<file path="config.mk">
export PLATFORM = sky130hd
export DESIGN_NAME = kwdt_top
export DESIGN_NICKNAME = d
export VERILOG_FILES = /design/src/rtl/kwdt_pkg.sv /design/src/rtl/kwdt_regfile.sv /design/src/rtl/kwdt_runfsm.sv /design/src/rtl/kwdt_counter.sv /design/src/rtl/kwdt_top.sv
export SDC_FILE = /design/constraint.sdc
export NUM_CORES = 1
export LEC_CHECK = 0
export BUFFER_PORTS_ARGS = -buffer_cell sky130_fd_sc_hd__buf_2
export CAP_MARGIN = 20
export CORE_UTILIZATION = 45
export CTS_CLUSTER_DIAMETER = 200
export DETAILED_ROUTE_END_ITERATION = 16
export PLACE_DENSITY = 0.71
export SLEW_MARGIN = 10
export SYNTH_ARGS = -nofsm -noshare
export SYNTH_HDL_FRONTEND = slang
export SYNTH_HIERARCHICAL = 1
export SYNTH_SLANG_ARGS = --single-unit
</file>
<file path="constraint.sdc">
create_clock -name clk -period 2.4 [get_ports clk]
set_input_delay 0.6 -clock clk [delete_from_list [all_inputs] [get_ports clk]]
set_output_delay 0.6 -clock clk [all_outputs]
set_load 0.02 [all_outputs]
</file>
<file path="src/rtl/kwdt_pkg.sv">
package kwdt_pkg;
    localparam int DATA_W = 16;
    localparam int ADDR_W = 2;
    localparam int LIM_W  = 10;
    localparam int RUN_W  = 4;
    localparam int MODE_W = 2;

    localparam logic [DATA_W-1:0] UNLOCK_KEY = 16'h0096;
    localparam logic [RUN_W-1:0]  RUN_HALT   = 4'hA;
    localparam logic [MODE_W-1:0] MODE_IRQ   = 2'b01;
    localparam logic [LIM_W-1:0]  LIM_RESET  = '1;

    localparam int BIT_CLR  = 15;
    localparam int BIT_STAT = 14;
    localparam int MODE_LO  = 8;

    typedef enum logic [ADDR_W-1:0] {
        A_KEY   = 2'd0,
        A_CTRL  = 2'd1,
        A_LIMIT = 2'd2,
        A_COUNT = 2'd3
    } reg_addr_t;

    typedef enum logic {
        ST_STOPPED  = 1'b0,
        ST_COUNTING = 1'b1
    } run_state_t;
endpackage

</file>
<file path="src/rtl/kwdt_regfile.sv">
module kwdt_regfile
    import kwdt_pkg::*;
(
    input  logic              clk,
    input  logic              rst_n,
    input  logic [ADDR_W-1:0] bus_addr,
    input  logic [DATA_W-1:0] bus_wdata,
    input  logic              bus_we,
    input  logic [LIM_W-1:0]  count,
    input  logic              irq_stat,
    output logic              unlocked,
    output logic [LIM_W-1:0]  limit,
    output logic [MODE_W-1:0] mode,
    output logic              clr_strobe,
    output logic              go_req,
    output logic              halt_req,
    output logic [DATA_W-1:0] bus_rdata
);
    logic [DATA_W-1:0] key_q;
    logic [RUN_W-1:0]  run_q;
    logic [MODE_W-1:0] mode_q;
    logic [LIM_W-1:0]  lim_q;
    logic              wr_key, wr_ctrl, wr_lim;

    assign unlocked = (key_q == UNLOCK_KEY);
    assign wr_key   = bus_we && (bus_addr == A_KEY);
    assign wr_ctrl  = bus_we && (bus_addr == A_CTRL)  && unlocked;
    assign wr_lim   = bus_we && (bus_addr == A_LIMIT) && unlocked;

    assign clr_strobe = wr_ctrl && bus_wdata[BIT_CLR];
    assign go_req     = wr_ctrl && (bus_wdata[RUN_W-1:0] != RUN_HALT);
    assign halt_req   = wr_ctrl && (bus_wdata[RUN_W-1:0] == RUN_HALT);

    always_ff @(posedge clk or negedge rst_n) begin
        if (!rst_n) begin
            key_q <= '0;
        end else if (wr_key) begin
            key_q <= bus_wdata;
        end
    end

    always_ff @(posedge clk or negedge rst_n) begin
        if (!rst_n) begin
            run_q  <= RUN_HALT;
            mode_q <= '0;
        end else if (wr_ctrl) begin
            run_q  <= bus_wdata[RUN_W-1:0];
            mode_q <= bus_wdata[MODE_LO +: MODE_W];
        end
    end

    always_ff @(posedge clk or negedge rst_n) begin
        if (!rst_n) begin
            lim_q <= LIM_RESET;
        end else if (wr_lim) begin
            lim_q <= bus_wdata[LIM_W-1:0];
        end
    end

    assign limit = lim_q;
    assign mode  = mode_q;

    always_comb begin
        bus_rdata = '0;
        unique case (reg_addr_t'(bus_addr))
            A_KEY:   bus_rdata = key_q;
            A_CTRL: begin
                bus_rdata[RUN_W-1:0]          = run_q;
                bus_rdata[MODE_LO +: MODE_W]  = mode_q;
                bus_rdata[BIT_STAT]           = irq_stat;
            end
            A_LIMIT: bus_rdata[LIM_W-1:0] = lim_q;
            A_COUNT: bus_rdata[LIM_W-1:0] = count;
        endcase
    end
endmodule

</file>
<file path="src/rtl/kwdt_runfsm.sv">
module kwdt_runfsm
    import kwdt_pkg::*;
(
    input  logic clk,
    input  logic rst_n,
    input  logic go_req,
    input  logic halt_req,
    output logic counting
);
    run_state_t state_q, state_d;

    always_ff @(posedge clk or negedge rst_n) begin
        if (!rst_n) state_q <= ST_STOPPED;
        else        state_q <= state_d;
    end

    always_comb begin
        state_d  = state_q;
        counting = 1'b0;
        unique case (state_q)
            ST_STOPPED: begin
                if (go_req) state_d = ST_COUNTING;
            end
            ST_COUNTING: begin
                counting = 1'b1;
                if (halt_req) state_d = ST_STOPPED;
            end
        endcase
    end
endmodule

</file>
<file path="src/rtl/kwdt_counter.sv">
module kwdt_counter
    import kwdt_pkg::*;
#(
    parameter int CW = LIM_W
) (
    input  logic              clk,
    input  logic              rst_n,
    input  logic              counting,
    input  logic              clr,
    input  logic [CW-1:0]     limit,
    input  logic [MODE_W-1:0] mode,
    output logic [CW-1:0]     count,
    output logic              irq_stat,
    output logic              rst_pulse
);
    logic [CW-1:0] cnt_q;
    logic          stat_q, pulse_q, hit;

    assign hit = counting && !clr && (cnt_q == limit);

    always_ff @(posedge clk or negedge rst_n) begin
        if (!rst_n)        cnt_q <= '0;
        else if (clr)      cnt_q <= '0;
        else if (hit)      cnt_q <= '0;
        else if (counting) cnt_q <= cnt_q + 1'b1;
    end

    always_ff @(posedge clk or negedge rst_n) begin
        if (!rst_n) begin
            stat_q  <= 1'b0;
            pulse_q <= 1'b0;
        end else begin
            pulse_q <= hit && (mode != MODE_IRQ);
            if (clr)                            stat_q <= 1'b0;
            else if (hit && (mode == MODE_IRQ)) stat_q <= 1'b1;
        end
    end

    assign count     = cnt_q;
    assign irq_stat  = stat_q;
    assign rst_pulse = pulse_q;
endmodule

</file>
<file path="src/rtl/kwdt_top.sv">
module kwdt_top
    import kwdt_pkg::*;
(
    input  logic        clk,
    input  logic        rst_n,
    input  logic [1:0]  bus_addr,
    input  logic [15:0] bus_wdata,
    input  logic        bus_we,
    output logic [15:0] bus_rdata,
    output logic        nmi_o,
    output logic        rst_req_o
);
    logic              unlocked, clr_strobe, go_req, halt_req, counting, irq_stat;
    logic [LIM_W-1:0]  limit, count;
    logic [MODE_W-1:0] mode;

    kwdt_regfile u_regs (
        .clk(clk), .rst_n(rst_n), .bus_addr(bus_addr), .bus_wdata(bus_wdata),
        .bus_we(bus_we), .count(count), .irq_stat(irq_stat), .unlocked(unlocked),
        .limit(limit), .mode(mode), .clr_strobe(clr_strobe), .go_req(go_req),
        .halt_req(halt_req), .bus_rdata(bus_rdata)
    );

    kwdt_runfsm u_fsm (
        .clk(clk), .rst_n(rst_n), .go_req(go_req), .halt_req(halt_req),
        .counting(counting)
    );

    kwdt_counter #(.CW(LIM_W)) u_cnt (
        .clk(clk), .rst_n(rst_n), .counting(counting), .clr(clr_strobe),
        .limit(limit), .mode(mode), .count(count), .irq_stat(irq_stat),
        .rst_pulse(rst_req_o)
    );

    assign nmi_o = irq_stat;
endmodule

</file>
==> reports/metrics.cfg, run 1 <==
[run_status]
status=finished clean

[power_and_ir_drop]
powerDensity_nw_per_um2=556
vdd_drop_max_mv=0.438
power_leakage_nw=1.27
totalPowerFinal_mw=1.57

[layout]
syn_to_final_growth_pct=20.4
n_antenna_cell=0
layout-drive-gt1-share=0.525
finalInstanceArea_um2=2830
nNetsFinal=261
fillCellCount=419

[synthesis]
netlist_area_um2=2350
synth.most_common_cell=mux2_2
synth_edf_count=0
synthTopCellsByArea=dfrtp_1 35%, mux2_2 17%, dfstp_2 13%
synthTopCellsByCount=36 x mux2_2, 33 x dfrtp_1, 12 x dfstp_2, 12 x nand2_1, 10 x xnor2_1
synth-seq-area-share=0.486
synthAdderAreaFrac=0.00532
yosys.area_share.simple=0.138
synth_compound_area_frac=0.0666
synth_area_per_cell_um2=12.6
synth_mux_area_frac=0.247
synth_cell_types=41
synth_xor_area_frac=0.0373
yosys_warnings=6
yosysTopAreaCellShare=0.351
synthCells=186
synth_top_family_by_area=multiplexers
yosysTopAreaCell=dfrtp_1
synthArstFlopShare=1.00
ys.flop_type=dfrtp_1
synth-seq-cells=45
synth_fp_nets=208

[die]
coreArea_um2=4880
die_area_um2=5510
initial_utilization=0.482
io_pins=39
die_h_um=74.3
rows=25
die_x_um=74.3

[clocking]
clk_pin_slew_worst_paths_ns=0.08
insertion_delay_ns=0.30
cts_made_buffers=5
ctsHoldBuffers=0
cts_buffer_depth=2
cts_tree=built
clockRootBuffer=clkbuf_8
htreeDepth=2
clock_sinks=45

[setup_path]
path_cells=or4_4 > nor4_4 > nand3_2 > nor2_4 > nor2b_2 > o31a_1 > buf_6 > a22o_1
critical_path_class=reg -> reg
worst-path-buf-inv=1
rrSetupSlack_ns=0.06
cp_slowest_stage_delay_ns=0.57
cp.arrival_ns=2.54
cp.depth=8
cp_max_fo=6
cp_slowest_cell=or4_4
reg2regPathDepth=8
cp-start-kind=register
cpLargestDelayFamily=simple AND/OR/NAND/NOR gates
cp-end-kind=register
required_ns=2.60

[timing]
hold_viol=0
fmax_ghz=0.427
rsz0062_at_grt=true
layout_min_cycle_time_ns=2.34
setup-violations-final=0
timing.final.crit_share=0.976
tightest_slew_ns=0.464
clock_skew_ns=0.00695
slew_violations=0
relSlewSlack=0.691

[drt]
drc_errors=0
totalWireLength_mm=5.20
wl_per_cell_um=16.9
viasPerCell=5.55
dr.pass1.iters=4
drt_iter0_markers=101
detail-route-antenna-nets=0
vias=1703

[placed_design]
placedInstanceArea_um2=2690
place.gp.congestion=0.793
io_buffer_count=38
dp_hpwl_mm=3.77

[min_path]
hold_class=in -> async

[grt]
grt_pass1_vias=1604
grt_pass1_wl_mm=8.11
grt-ovfl-total=0
antenna_found_initial=0
grt_max_degree=21
grt_usage=0.203

[run]
maxCapViolations=0

final timing paths:
path,start,end
setup / recovery,u_regs/key_q[10]$_DFFE_PN0P_,u_cnt/count[1]$_DFFE_PN0P_
hold / removal,rst_n,u_regs/mode[1]$_DFFE_PN0P_
setup reg to reg,u_regs/key_q[10]$_DFFE_PN0P_,u_cnt/count[1]$_DFFE_PN0P_
hold reg to reg,u_regs/run_q[0]$_DFFE_PN0P_,u_regs/run_q[0]$_DFFE_PN0P_
max in group asynchronous,rst_n,u_regs/limit[6]$_DFFE_PN1P_
min in group clk,bus_wdata[14],u_regs/key_q[14]$_DFFE_PN0P_
cells by family after synthesis:
group           after synthesis
compound gates               19
xor+xnor                     10
fa+ha+maj                     1
buf+inv                      10
flops                        45
mux                          46
simple gates                 55
registers in the layout (all words and copies together) (netlist names):
signal,flops
u_cnt/count,10
u_cnt/irq_stat,1
u_cnt/rst_pulse,1
u_fsm/state_q,1
u_regs/key_q,16
u_regs/limit,10
u_regs/mode,2
u_regs/run_q,4
per-stage QoR:
| step | std cells | worst slack (ns) | hold slack (ns) | utilization | TNS, ns |
|---|---|---|---|---|---|
| after global routing | 307 | -0.0284 | 0.257 | 0.580 | -0.0689 |
| after floorplan | 186 | 0.114 | 0.304 | - | 0 |
| after global placement | 298 | 0.0925 | 0.486 | 0.551 | 0 |
| after detailed placement | 298 | 0.0228 | 0.504 | 0.551 | 0 |
| after CTS | 306 | 0.0325 | 0.249 | 0.572 | 0 |
| final | 307 | 0.0572 | 0.244 | 0.580 | 0 |
layout make-up:
cell class	instances	area (um^2)	area share
Sequential cell	45	1140	0.403
Timing Repair Buffer	52	303	0.107
Inverter	4	15.0	0.00531
Clock inverter	1	5.00	0.00177
Clock buffer	7	96.3	0.0341
Tap cell	67	83.8	0.0296
Multi-Input combinational cell	131	1180	0.419
layout by cell type, fill, tap and decap left out, drive strengths merged, types with 4 or more instances in the layout:
cell / instances
a22o: 7
and2: 6
buf: 52
clkbuf: 7
dfrtp: 33
dfstp: 12
inv: 4
mux2: 36
mux2i: 4
mux4: 6
nand2: 12
nand3: 9
nor2: 8
nor2b: 4
xnor2: 10
power by group:
group	switching [mW]	total (mW)	internal [mW]	leakage, nW
combinational	0.100	0.206	0.106	0.669
clock	0.252	0.513	0.260	0.0542
sequential	0.0438	0.854	0.811	0.551
total	0.396	1.57	1.18	1.27
layer usage:
metal  part of all wire  GRT usage
met5                  0          0
met4              0.013     0.0839
met2               0.45      0.311
met3              0.054     0.0434
met1               0.48      0.283
repair_timing:
| action | CTS | global route |
|---|---|---|
| buffers inserted | 0 | 1 |
| endpoints found under the setup margin | 1 | 9 |
| resized for setup | 1 | 11 |
| pin swaps | 0 | 4 |
Power figures use the tool's default switching activity.
==> inputs of run 2 (changes only) <==
- MAX_ROUTING_LAYER: not set -> met4
==> run 2 against run 1 <==
  * Global-route usage grew 0.60 points
  * Final area is the same
  * Routed wire length shrank 0.37%
  * Sequential share of layout area is the same
  * Combinational power is essentially flat
  * Sequential cell count is the same
  * Count of clock-buffer cells in the layout is the same
  * Worst setup slack gained 0.0051 ns
==> reports/metrics.cfg, run 2 (synthesized netlist as in run 1, its figures left out) <==
[die]
die_h_um=74.3  ; unchanged
io_pins=39  ; unchanged
coreArea_um2=4880  ; unchanged
rows=25  ; unchanged
die_area_um2=5510  ; unchanged
die_x_um=74.3  ; unchanged
initial_utilization=0.482  ; unchanged

[layout]
nNetsFinal=261  ; unchanged
n_antenna_cell=0  ; unchanged
layout_commonest_cell=buf_2
stdcell_count=307  ; unchanged
layout-drive-gt1-share=0.525  ; unchanged
syn_to_final_growth_pct=20.4  ; unchanged
most-common-layout-cells=38 x buf_2, 36 x mux2_2, 33 x dfrtp_1
largest_reg_flops=16  ; unchanged
largest_register=u_regs/key_q
final_core_util=0.580  ; unchanged

[power_and_ir_drop]
powerDensity_nw_per_um2=555  ; -0.23%
power_leakage_nw=1.27  ; unchanged
p_seq_frac=0.544  ; about the same
p_int_mw=1.18  ; about the same
p_sw_frac=0.250  ; -0.00169
vdd_drop_max_mv=0.434  ; -0.88%
power_frac_clock=0.324  ; -0.002
net-switching-power_mw=0.393  ; -0.90%
power_frac_comb=0.131  ; about the same

[drt]
drt_iter0_markers=108  ; +6.9%
viasPerCell=5.45  ; -1.7%
detail-route-antenna-nets=0  ; unchanged
totalWireLength_mm=5.18  ; -0.37%
dr.pass1.iters=4  ; unchanged
drc_errors=0  ; unchanged
vias=1674  ; -1.7%
wl_per_cell_um=16.9  ; -0.37%

[timing]
tightest_slew_ns=0.464  ; -0.000229 ns
slew_violations=0  ; unchanged
clock_skew_ns=0.00582  ; -0.00113 ns
setup_ws_ns=0.0623  ; +0.00514 ns
rsz0062_at_grt=true
fmax_ghz=0.428  ; +0.22%
relSlewSlack=0.691  ; about the same
hold_viol=0  ; unchanged
timing.final.crit_share=0.974  ; -0.00214
layout_min_cycle_time_ns=2.34  ; -0.00514 ns
setup-violations-final=0  ; unchanged

[placed_design]
place_ws_ns=0.0228  ; unchanged
dp_hpwl_mm=3.77  ; unchanged
place.gp.congestion=0.804  ; +1.4%
io_buffer_count=38  ; unchanged
placed_cells=298  ; unchanged

[run]
maxCapViolations=0  ; unchanged

[grt]
antenna_found_initial=0  ; unchanged
grt-ovfl-total=0  ; unchanged
grt_max_degree=21  ; unchanged
grt_pass1_wl_mm=8.09  ; -0.35%
grt_usage=0.209  ; +0.00597
grt_pass1_vias=1606  ; +0.12%

[setup_path]
cp-start-kind=register
cp_slowest_stage_delay_ns=0.56  ; about the same
critical_path_class=reg -> reg
cp_max_fo=6  ; unchanged
required_ns=2.59  ; about the same
rrSetupSlack_ns=0.06  ; about the same
r2r_end=u_cnt/count[1]$_DFFE_PN0P_
r2r-start=u_regs/key_q[10]$_DFFE_PN0P_
cp_slowest_cell=or4_4
worst-path-buf-inv=1  ; unchanged
path_cells=or4_4 > nor4_4 > nand3_2 > nor2_4 > nor2b_2 > o31a_1 > buf_6 > a22o_1
reg2regPathDepth=8  ; unchanged
cpLargestDelayFamily=simple AND/OR/NAND/NOR gates
cp-end-kind=register
cp.arrival_ns=2.53  ; about the same

[clocking]
insertion_delay_ns=0.30  ; about the same
cts_made_buffers=5  ; unchanged
clk_pin_slew_worst_paths_ns=0.08  ; about the same
clock_sinks=45  ; unchanged
clockRootBuffer=clkbuf_8
htreeDepth=2  ; unchanged
ctsHoldBuffers=0  ; unchanged
cts_tree=built
cts_buffer_depth=2  ; unchanged

[run_status]
status=finished clean

[min_path]
hold_class=in -> async

run 2: cell counts in the layout (fill, tap and decap cells not counted):
No cell type changed its count.
run 2: layer usage:
metal | vias to the layer above | wire length [um] | global-route usage
li1 | 792 | - | -
met1 | 829 | 2520 | 0.280
met2 | 49 | 2380 | 0.312
met3 | 4 | 222 | 0.0434
met4 | 0 | 57 | 0.0839
met5 | - | 0 | -
run 2: area by class of cell:
class | instances | area [um^2]
Multi-Input combinational cell | 131 | 1180
Sequential cell | 45 | 1140
Inverter | 4 | 15.0
Fill cell | 419 | 2050
Clock buffer | 7 | 96.3
Timing Repair Buffer | 52 | 303
Tap cell | 67 | 83.8
Clock inverter | 1 | 5.00
run 2: how the worst max path moves through the flow:
stage / from / cells after the start / to
after floorplan: bus_addr[0] / 2 / bus_rdata[0]
after global placement: u_regs/key_q[12]$_DFFE_PN0P_ / 9 / u_cnt/count[8]$_DFFE_PN0P_
after detailed placement: u_regs/key_q[12]$_DFFE_PN0P_ / 9 / u_cnt/count[2]$_DFFE_PN0P_
after CTS: u_regs/key_q[12]$_DFFE_PN0P_ / 9 / u_cnt/count[2]$_DFFE_PN0P_
after global routing: u_regs/key_q[10]$_DFFE_PN0P_ / 9 / u_cnt/count[2]$_DFFE_PN0P_
final: u_regs/key_q[10]$_DFFE_PN0P_ / 8 / u_cnt/count[1]$_DFFE_PN0P_
run 2: power groups by stage:
stage               clock network [mW]  registers, mW  logic (mW)
floorplan                            0          0.849       0.130
global placement                     0          0.865       0.201
detailed placement                   0          0.867       0.206
CTS                              0.523          0.852       0.206
global route                     0.554          0.862       0.223
finish                           0.509          0.854       0.206
run 2: what timing repair did:
action,4_1_cts,5_1_grt
pin swaps,0,4
endpoints found under the setup margin,1,9
resized for setup,1,11
buffers inserted,0,1
run 2: stage by stage:
step | TNS [ns] | hold WS (ns) | area, um^2 | total power, mW
final | 0 | 0.245 | 2830 | 1.57
after global routing | -0.0689 | 0.257 | 2830 | 1.64
after CTS | 0 | 0.249 | 2790 | 1.58
after detailed placement | 0 | 0.504 | 2690 | 1.07
after global placement | 0 | 0.486 | 2690 | 1.07
after floorplan | 0 | 0.304 | 2350 | 0.978
